## src/rtl/taf_pkg.sv

```systemverilog
package taf_pkg;
  localparam int unsigned TAF_DEF_ENTRIES = 16;
  localparam int unsigned TAF_DEF_ADDR_W  = 32;

  typedef enum logic {
    FR_IDLE = 1'b0,
    FR_HELD = 1'b1
  } frame_st_e;
endpackage

```

## src/rtl/taf_rst_sync.sv

```systemverilog
module taf_rst_sync #(
  parameter int unsigned STAGES = 2
) (
  input  logic clk,
  input  logic rst_n,
  output logic rst_s_n
);
  logic [STAGES-1:0] chain_q;
  logic [STAGES-1:0] chain_d;

  always_comb begin
    chain_d = {chain_q[STAGES-2:0], 1'b1};
  end

  always_ff @(posedge clk or negedge rst_n) begin
    if (!rst_n) begin
      chain_q <= '0;
    end else begin
      chain_q <= chain_d;
    end
  end

  assign rst_s_n = chain_q[STAGES-1];
endmodule

```

## src/rtl/taf_rule_store.sv

```systemverilog
module taf_rule_store #(
  parameter int unsigned ENTRIES = 16,
  parameter int unsigned ADDR_W  = 32,
  localparam int unsigned IDX_W  = $clog2(ENTRIES)
) (
  input  logic                            clk,
  input  logic                            rst_n,
  input  logic                            wr_en,
  input  logic [IDX_W-1:0]                wr_idx,
  input  logic                            wr_valid,
  input  logic [ADDR_W-1:0]               wr_src,
  input  logic [ADDR_W-1:0]               wr_src_mask,
  input  logic [ADDR_W-1:0]               wr_dst,
  input  logic [ADDR_W-1:0]               wr_dst_mask,
  output logic [ENTRIES-1:0]              rule_live,
  output logic [ENTRIES-1:0][ADDR_W-1:0]  rule_src,
  output logic [ENTRIES-1:0][ADDR_W-1:0]  rule_src_dc,
  output logic [ENTRIES-1:0][ADDR_W-1:0]  rule_dst,
  output logic [ENTRIES-1:0][ADDR_W-1:0]  rule_dst_dc
);
  for (genvar g = 0; g < ENTRIES; g++) begin : g_slot
    logic              sel;
    logic              live_d;
    logic              live_q;
    logic [ADDR_W-1:0] src_q;
    logic [ADDR_W-1:0] src_dc_q;
    logic [ADDR_W-1:0] dst_q;
    logic [ADDR_W-1:0] dst_dc_q;

    assign sel = wr_en && (wr_idx == IDX_W'(g));

    always_comb begin
      live_d = live_q;
      if (sel) begin
        live_d = wr_valid;
      end
    end

    // Only the live bit is reset; data is qualified by it.
    always_ff @(posedge clk or negedge rst_n) begin
      if (!rst_n) begin
        live_q <= 1'b0;
      end else begin
        live_q <= live_d;
      end
    end

    always_ff @(posedge clk) begin
      if (sel) begin
        src_q    <= wr_src;
        src_dc_q <= wr_src_mask;
        dst_q    <= wr_dst;
        dst_dc_q <= wr_dst_mask;
      end
    end

    assign rule_live[g]   = live_q;
    assign rule_src[g]    = src_q;
    assign rule_src_dc[g] = src_dc_q;
    assign rule_dst[g]    = dst_q;
    assign rule_dst_dc[g] = dst_dc_q;
  end
endmodule

```

## src/rtl/taf_match_array.sv

```systemverilog
module taf_match_array #(
  parameter int unsigned ENTRIES = 16,
  parameter int unsigned ADDR_W  = 32
) (
  input  logic [ADDR_W-1:0]               key_src,
  input  logic [ADDR_W-1:0]               key_dst,
  input  logic [ENTRIES-1:0]              rule_live,
  input  logic [ENTRIES-1:0][ADDR_W-1:0]  rule_src,
  input  logic [ENTRIES-1:0][ADDR_W-1:0]  rule_src_dc,
  input  logic [ENTRIES-1:0][ADDR_W-1:0]  rule_dst,
  input  logic [ENTRIES-1:0][ADDR_W-1:0]  rule_dst_dc,
  output logic [ENTRIES-1:0]              match_vec
);
  for (genvar g = 0; g < ENTRIES; g++) begin : g_cmp
    logic [ADDR_W-1:0] src_miss;
    logic [ADDR_W-1:0] dst_miss;

    // A differing bit counts only where the don't-care mask is clear.
    assign src_miss = (key_src ^ rule_src[g]) & ~rule_src_dc[g];
    assign dst_miss = (key_dst ^ rule_dst[g]) & ~rule_dst_dc[g];
    assign match_vec[g] = rule_live[g] && !(|src_miss) && !(|dst_miss);
  end
endmodule

```

## src/rtl/taf_prio_pick.sv

```systemverilog
module taf_prio_pick #(
  parameter int unsigned ENTRIES = 16,
  localparam int unsigned IDX_W  = $clog2(ENTRIES)
) (
  input  logic [ENTRIES-1:0] req,
  output logic               any,
  output logic [IDX_W-1:0]   idx
);
  always_comb begin
    any = |req;
    idx = '0;
    // Scan downward so the lowest set bit is the last one written.
    for (int i = ENTRIES - 1; i >= 0; i--) begin
      if (req[i]) begin
        idx = IDX_W'(i);
      end
    end
  end
endmodule

```

## src/rtl/ternary_addr_filter.sv

```systemverilog
module ternary_addr_filter
  import taf_pkg::*;
#(
  parameter int unsigned ENTRIES = TAF_DEF_ENTRIES,
  parameter int unsigned ADDR_W  = TAF_DEF_ADDR_W,
  localparam int unsigned IDX_W  = $clog2(ENTRIES)
) (
  input  logic              clk,
  input  logic              rst_n,
  input  logic              wr_en,
  input  logic [IDX_W-1:0]  wr_idx,
  input  logic              wr_valid,
  input  logic [ADDR_W-1:0] wr_src,
  input  logic [ADDR_W-1:0] wr_src_mask,
  input  logic [ADDR_W-1:0] wr_dst,
  input  logic [ADDR_W-1:0] wr_dst_mask,
  input  logic              sof,
  input  logic              eof,
  input  logic [ADDR_W-1:0] key_src,
  input  logic [ADDR_W-1:0] key_dst,
  output logic              res_valid,
  output logic              hit,
  output logic [IDX_W-1:0]  hit_idx
);
  logic                            rst_s_n;
  logic [ENTRIES-1:0]              rule_live;
  logic [ENTRIES-1:0][ADDR_W-1:0]  rule_src;
  logic [ENTRIES-1:0][ADDR_W-1:0]  rule_src_dc;
  logic [ENTRIES-1:0][ADDR_W-1:0]  rule_dst;
  logic [ENTRIES-1:0][ADDR_W-1:0]  rule_dst_dc;
  logic [ENTRIES-1:0]              match_vec;
  logic                            any_match;
  logic [IDX_W-1:0]                win_idx;

  frame_st_e        st_q, st_d;
  logic             hit_q, hit_d;
  logic [IDX_W-1:0] idx_q, idx_d;
  logic             res_en;

  taf_rst_sync #(.STAGES(2)) u_rst (
    .clk     (clk),
    .rst_n   (rst_n),
    .rst_s_n (rst_s_n)
  );

  taf_rule_store #(.ENTRIES(ENTRIES), .ADDR_W(ADDR_W)) u_store (
    .clk         (clk),
    .rst_n       (rst_s_n),
    .wr_en       (wr_en),
    .wr_idx      (wr_idx),
    .wr_valid    (wr_valid),
    .wr_src      (wr_src),
    .wr_src_mask (wr_src_mask),
    .wr_dst      (wr_dst),
    .wr_dst_mask (wr_dst_mask),
    .rule_live   (rule_live),
    .rule_src    (rule_src),
    .rule_src_dc (rule_src_dc),
    .rule_dst    (rule_dst),
    .rule_dst_dc (rule_dst_dc)
  );

  taf_match_array #(.ENTRIES(ENTRIES), .ADDR_W(ADDR_W)) u_cmp (
    .key_src     (key_src),
    .key_dst     (key_dst),
    .rule_live   (rule_live),
    .rule_src    (rule_src),
    .rule_src_dc (rule_src_dc),
    .rule_dst    (rule_dst),
    .rule_dst_dc (rule_dst_dc),
    .match_vec   (match_vec)
  );

  taf_prio_pick #(.ENTRIES(ENTRIES)) u_pick (
    .req (match_vec),
    .any (any_match),
    .idx (win_idx)
  );

  // Result registers move only on a frame strobe.
  assign res_en = sof | eof;

  always_comb begin
    st_d  = st_q;
    hit_d = hit_q;
    idx_d = idx_q;
    if (sof) begin
      st_d  = FR_HELD;
      hit_d = any_match;
      idx_d = any_match ? win_idx : '0;
    end else if (eof) begin
      st_d  = FR_IDLE;
      hit_d = 1'b0;
      idx_d = '0;
    end
  end

  always_ff @(posedge clk or negedge rst_s_n) begin
    if (!rst_s_n) begin
      st_q  <= FR_IDLE;
      hit_q <= 1'b0;
      idx_q <= '0;
    end else if (res_en) begin
      st_q  <= st_d;
      hit_q <= hit_d;
      idx_q <= idx_d;
    end
  end

  assign res_valid = (st_q == FR_HELD);
  assign hit       = hit_q;
  assign hit_idx   = idx_q;
endmodule

```

## config.mk

```make
export PLATFORM = sky130hd
export DESIGN_NAME = ternary_addr_filter
export DESIGN_NICKNAME = d
export VERILOG_FILES = /design/src/rtl/taf_pkg.sv /design/src/rtl/taf_rst_sync.sv /design/src/rtl/taf_rule_store.sv /design/src/rtl/taf_match_array.sv /design/src/rtl/taf_prio_pick.sv /design/src/rtl/ternary_addr_filter.sv
export SDC_FILE = /design/constraint.sdc
export NUM_CORES = 2
export LEC_CHECK = 0
export BUFFER_PORTS_ARGS = -buffer_cell sky130_fd_sc_hd__buf_2
export CAP_MARGIN = 0
export CORE_UTILIZATION = 35
export DETAILED_ROUTE_END_ITERATION = 7
export HOLD_SLACK_MARGIN = 0.02
export PLACE_DENSITY = 0.56
export SYNTH_ARGS = -nofsm -noshare
export SYNTH_HDL_FRONTEND = slang
export SYNTH_SLANG_ARGS = --single-unit
```

## constraint.sdc

```tcl
create_clock -name clk -period 0.8 [get_ports clk]
set_input_delay 0.2 -clock clk [delete_from_list [all_inputs] [get_ports clk]]
set_output_delay 0.2 -clock clk [all_outputs]
set_load 0.05 [all_outputs]
```

# ---- Yosys cells after proc, flatten, opt, wreduce, memory -nomap -nowiden
# Index checks and enable logic that the tools add are counted.
dict set report classes {
  n_eq_ne 15
  mux 22
  bitwise 97
  n_reduce_logical 116
}
# operator n
set op_table {}
lappend op_table {{bitwise AND 32 bit} 32}
lappend op_table {{NOT 32 bit} 32}
lappend op_table {{OR reduction 32 bit} 32}
lappend op_table {{bitwise XOR 32 bit} 32}
lappend op_table {{two-way mux 4 bit} 19}
lappend op_table {{logical AND 1 bit} 48}
lappend op_table {{equality test 4 bit, second input constant} 8}
lappend op_table {{logical NOT 1 bit} 32}
lappend op_table {{equality test 4 x 3 -> 1 bit, second input constant} 4}
lappend op_table {{OR reduction 16 bit} 1}
lappend op_table {{equality test 4 x 2 -> 1 bit, second input constant} 2}
lappend op_table {{equality test 4 x 1 -> 1 bit, second input constant} 1}
lappend op_table {{logical NOT 4 bit} 1}
lappend op_table {{two-way mux 1 bit} 3}
lappend op_table {{AND reduction 2 bit} 1}
lappend op_table {{nonzero test 2 bit} 1}
lappend op_table {{OR 1 bit} 1}
dict set report word_totals {
  register_bits 2072
  in_bits 202
  out_inout_bits 6
  wordCells 334
}

# ---- Longest topological paths before layout
dict set report logic_depth {
  ltp_word 24
  mapped_depth 11
  depth_no_buf 9
}

# ---- By module
# From an unflattened synthesis, not the netlist that was laid out.
dict set report hier_totals {
  cells_unflattened 4159
  hier_area_um2 77257.8
}
# module n_inst cells_per_inst area_per_inst_um2 seq_area_each_um2
set modules_own_cells {}
lappend modules_own_cells {taf_rule_store 1 2124 62392.3 61899.4}
lappend modules_own_cells {taf_match_array 1 1984 14418.8 0.0}
lappend modules_own_cells {ternary_addr_filter 1 14 216.5 150.1}
lappend modules_own_cells {taf_prio_pick 1 34 176.4 0.0}
lappend modules_own_cells {taf_rst_sync 1 3 53.8 50.0}

# ---- Worst setup path before layout
# No wires, ideal clock.
dict set report synth_path {
  path_kind {input to register}
  start {input port wr_idx[3]}
  end {register u_store.g_slot[2].live_q}
  setup_time_ns 0.092
  t_arrival_ns 6.753
  required_ns 0.708
  setup_slack_ns -6.045
  cell_stages 4
  path_buffers 0
  path_cell_list {nor3b_1 nand2_1 nor2_1 mux2_2}
}
dict set report synth_via {
  elab_chain_cells 2
}
# element line
set synth_rtl {}
lappend synth_rtl {{from (decl)} ternary_addr_filter.sv:11} ;# input logic [IDX_W-1:0] wr_idx,
lappend synth_rtl {{equality test 4 x 2 -> 1 bit} taf_rule_store.sv:30} ;# assign sel = wr_en && (wr_idx == IDX_W'(g));
lappend synth_rtl {{logical AND 1 bit} taf_rule_store.sv:30}
lappend synth_rtl {{via u_store.g_slot[2].sel} taf_rule_store.sv:22} ;# logic sel;
lappend synth_rtl {{to (signal assigned)} taf_rule_store.sv:44} ;# live_q <= live_d;
lappend synth_rtl {{to (decl)} taf_rule_store.sv:24} ;# logic live_q;
# The timed path passes the listed nets, and every way through them passes these cells.
# A chain may end at the register's enable or synchronous reset.

# ---- Worst setup path after layout
dict set report layout_path {
  start {register u_store.g_slot[6].src_q[13]}
  end {register idx_q[0], in the netlist hit_idx[0]}
}
dict set report layout_via {
  elab_chain_cells 15
  word_cells_on_any_way 16
  cone_classes {mux: 9; bitwise: 2; reduce/logical: 5}
}
# element line
set layout_rtl {}
lappend layout_rtl {{from (decl)} taf_rule_store.sv:25} ;# logic [ADDR_W-1:0] src_q;
lappend layout_rtl {{from (signal assigned)} taf_rule_store.sv:50} ;# src_q <= wr_src;
lappend layout_rtl {{bitwise XOR 32 bit (*)} taf_match_array.sv:19} ;# assign src_miss = (key_src ^ rule_src[g]) & ~rule_src_dc[g];
lappend layout_rtl {{bitwise AND 32 bit (*)} taf_match_array.sv:19}
lappend layout_rtl {{OR reduction 32 bit (*)} taf_match_array.sv:21} ;# assign match_vec[g] = rule_live[g] && !(|src_miss) && !(|dst_miss);
lappend layout_rtl {{logical NOT 1 bit (*)} taf_match_array.sv:21}
lappend layout_rtl {{logical AND 1 bit (*) (2 in a row)} taf_match_array.sv:21}
lappend layout_rtl {{two-way mux 4 bit (7 in a row)} taf_prio_pick.sv:14} ;# if (req[i]) begin
lappend layout_rtl {{two-way mux 4 bit (*)} ternary_addr_filter.sv:90} ;# idx_d = any_match ? win_idx : '0;
lappend layout_rtl {{two-way mux 4 bit (*)} ternary_addr_filter.sv:87} ;# if (sof) begin
lappend layout_rtl {{to (signal assigned)} ternary_addr_filter.sv:106} ;# idx_q <= idx_d;
lappend layout_rtl {{to (decl)} ternary_addr_filter.sv:37} ;# logic [IDX_W-1:0] idx_q, idx_d;
# Mark *: on every way between the ends. The rest lies on a longest branch, timed or not.

==> metrics.yaml <==
power.density_nw_per_um2: 2380
avgRoutedWirePerCell_microns: 37.5
skew_ns: 0.0251
coreArea_sq_um: 220000
synth_edf_count: 2048
cts_tree: "built"
area_growth_pct: 31.7
die_y_microns: 472
regToRegSetupSlack_ns: -1.94
syn-mean-instance-area_sq_um: 19.1
cp-end-kind: "flop"
synthFlopType: "edfxtp_1"
die_w_microns: 472
fin_crit_ns: 2.74
ir_drop_v: 0.00249
hold_path_depth: 5
vias_per_cell: 5.48
r2r_end: "hit_idx[0]"
crit_path_start: "u_store.g_slot[6].src_q[13]"
clock_path_buffers: 3
ys_ff_latch: 2072
async_flop_share_pct: 1.16
finalSetupTns_ns: -17.41
grt_util_all_layers_pct: 28.6
outcome: "finished, violations left"
firstDrtPassIters: 5
setup_slack_ns: -1.94
htreeDepth: 4
p_total_mw: 243
grt_antenna_before_repair: 63
insertion_delay_ns: 0.86
tightest_slew_ns: 0.853
yosys.area.top_type: "edfxtp_1"
leakage_nw: 33.5
final_hold_viol_count: 6
min-delay-start: "wr_idx[0]"
cts_buffers: 212
yosys-top-cells-count: "edfxtp_1 (2048), xnor2_1 (1013), o22ai_1 (494)"
grt_pass1_wl_microns: 415000
dieArea_sq_um: 223000
final_max_slew_viol_count: 0
drc: 0
violations: "hold timing, setup timing"
antenna_left: 0
cts.sinks: 2072
start_kind: "flop"
crit_type: "flop to flop"
fmax_ghz: 0.366
place_hpwl_microns: 229000
min_to: "u_store.g_slot[8].src_q[6]"
yosysMostFrequentCell: "edfxtp_1"
synth_cells: 4047
vias: 47300
path_clk_slew_ns: 0.06
gp_congestion: 0.978
wirelength_microns: 324000
grt_max_degree: 36
reg2reg_depth: 12
drt-initial-drc-count: 8307
r2r-start: "u_store.g_slot[6].src_q[13]"
finalNetCount: 5689
start_util_pct: 35.2
cp_data_arrival_time_ns: 3.51
synthTopCellsByArea: "edfxtp_1 (79%), xnor2_1 (11%), o22ai_1 (4.0%)"
rsz0062_at_grt: "yes"
maxCapViolations: 0
yosysUniqueCellTypes: 44
fin_cells: 8634
setup_viol: 121
crit_required_ns: 1.58
syn-num-nets: 4249
place.port_buffers: 207
hp-class: "primary input to flop"
slew_headroom_pct: 43.1
yosysWarnings: 0
cts-root-buf: "clkbuf_16"
synth_top_cell_area_share_pct: 79.5
placedCellCount: 8082
seq_area_frac_synth_pct: 80.3
grt_pass1_vias: 43500
whs_ns: -0.00677
drive_above_1_share_pct: 30.2
grt.overflow.total: 0
synth_area_sq_um: 77400
place_ws_ns: -2.90
cp_max_fo: 3
period_share_pct: 342
rows: 172
ios: 208
[cell type report]
cell class | instances | area (sq um)
Timing Repair Buffer | 1355 | 13900
Clock buffer | 276 | 5640
Multi-Input combinational cell | 1845 | 15500
Sequential cell | 2072 | 62100
Antenna cell | 12 | 30.0
Tap cell | 2958 | 3700
Inverter | 1 | 3.75
Fill cell | 18800 | 118000
Clock inverter | 115 | 1100
[sequential cells by signal, indices dropped and copies added, names as in the netlist]
register,count
u_store.g_slot.src_dc_q,512
u_store.g_slot.dst_dc_q,512
u_store.g_slot.live_q,16
u_store.g_slot.dst_q,512
u_rst.chain_q,2
hit_idx,4
u_store.g_slot.src_q,512
hit,1
res_valid,1
[what timing repair did]
item                                    in CTS  in global routing
resized for setup                          141                 89
buffers inserted                            10                  6
endpoints found under the setup margin     126                162
hold endpoints to repair                  2147                 72
pin swaps                                   40                 52
cloned                                       7                  2
hold buffers                               131                  1
[worst max-delay path: stages (launching register included)]
cell	delay, ns
edfxtp_1	0.40
xnor2_2	0.25
buf_4	0.20
o22ai_4	0.08
nor4_4	0.32
nand4_1	0.40
buf_4	0.29
nor3_4	0.13
buf_6	0.14
nor4_4	0.04
nand4_1	0.16
nand4b_1	0.14
nand2_1	0.08
[metrics by stage]
stage	cell area, sq um	util (%)
after CTS	101000	46.1
after detailed placement	92000	41.9
after global routing	102000	46.4
final	102000	46.4
after floorplan	77500	-
after global placement	92000	41.9
[per-layer routing]
layer	vias to the layer above	share of wire, %	track usage (%)
met3	509	12	6.21
met5	-	0.016	0
met1	24800	38	39.3
met2	3339	45	44.2
li1	18700	-	-
met4	8	4.4	11.0
[report_power, final]
part	switching [mW]	total [mW]	internal, mW
clock	42.9	97.7	54.9
combinational	13.9	22.6	8.64
sequential	0.832	123	122
[how the worst max path moves through the flow]
stage / end / slack [ns] / depth (start not counted)
global placement: hit_idx[1] / -2.95 / 12
detailed placement: hit_idx[0] / -2.90 / 12
CTS: hit_idx[1] / -1.92 / 12
finish: hit_idx[0] / -1.94 / 12
global route: hit_idx[0] / -2.01 / 12
floorplan: u_store.g_slot[10].live_q / -2.22 / 3
[placed cells by master (no fill, tap or decap), types with 34 or more instances in the layout]
master	n
buf_12	278
o22ai_1	469
edfxtp_1	2048
xnor2_1	973
buf_4	711
xnor2_2	44
dlygate4sd3_1	132
clkinv_2	34
nor4_1	67
clkbuf_16	217
clkbuf_1	58
clkinv_1	45
buf_2	195
[cells by family after synthesis]
kind of cell           synth area share (%)
AO/OA/AOI/OAI                          4.28
XOR/XNOR                               11.7
buffers and inverters                  1.57
flip-flops                             80.3
multiplexers                          0.233
other                               0.00485
AND/OR/NAND/NOR                        1.95
Power figures use the tool's default switching activity.
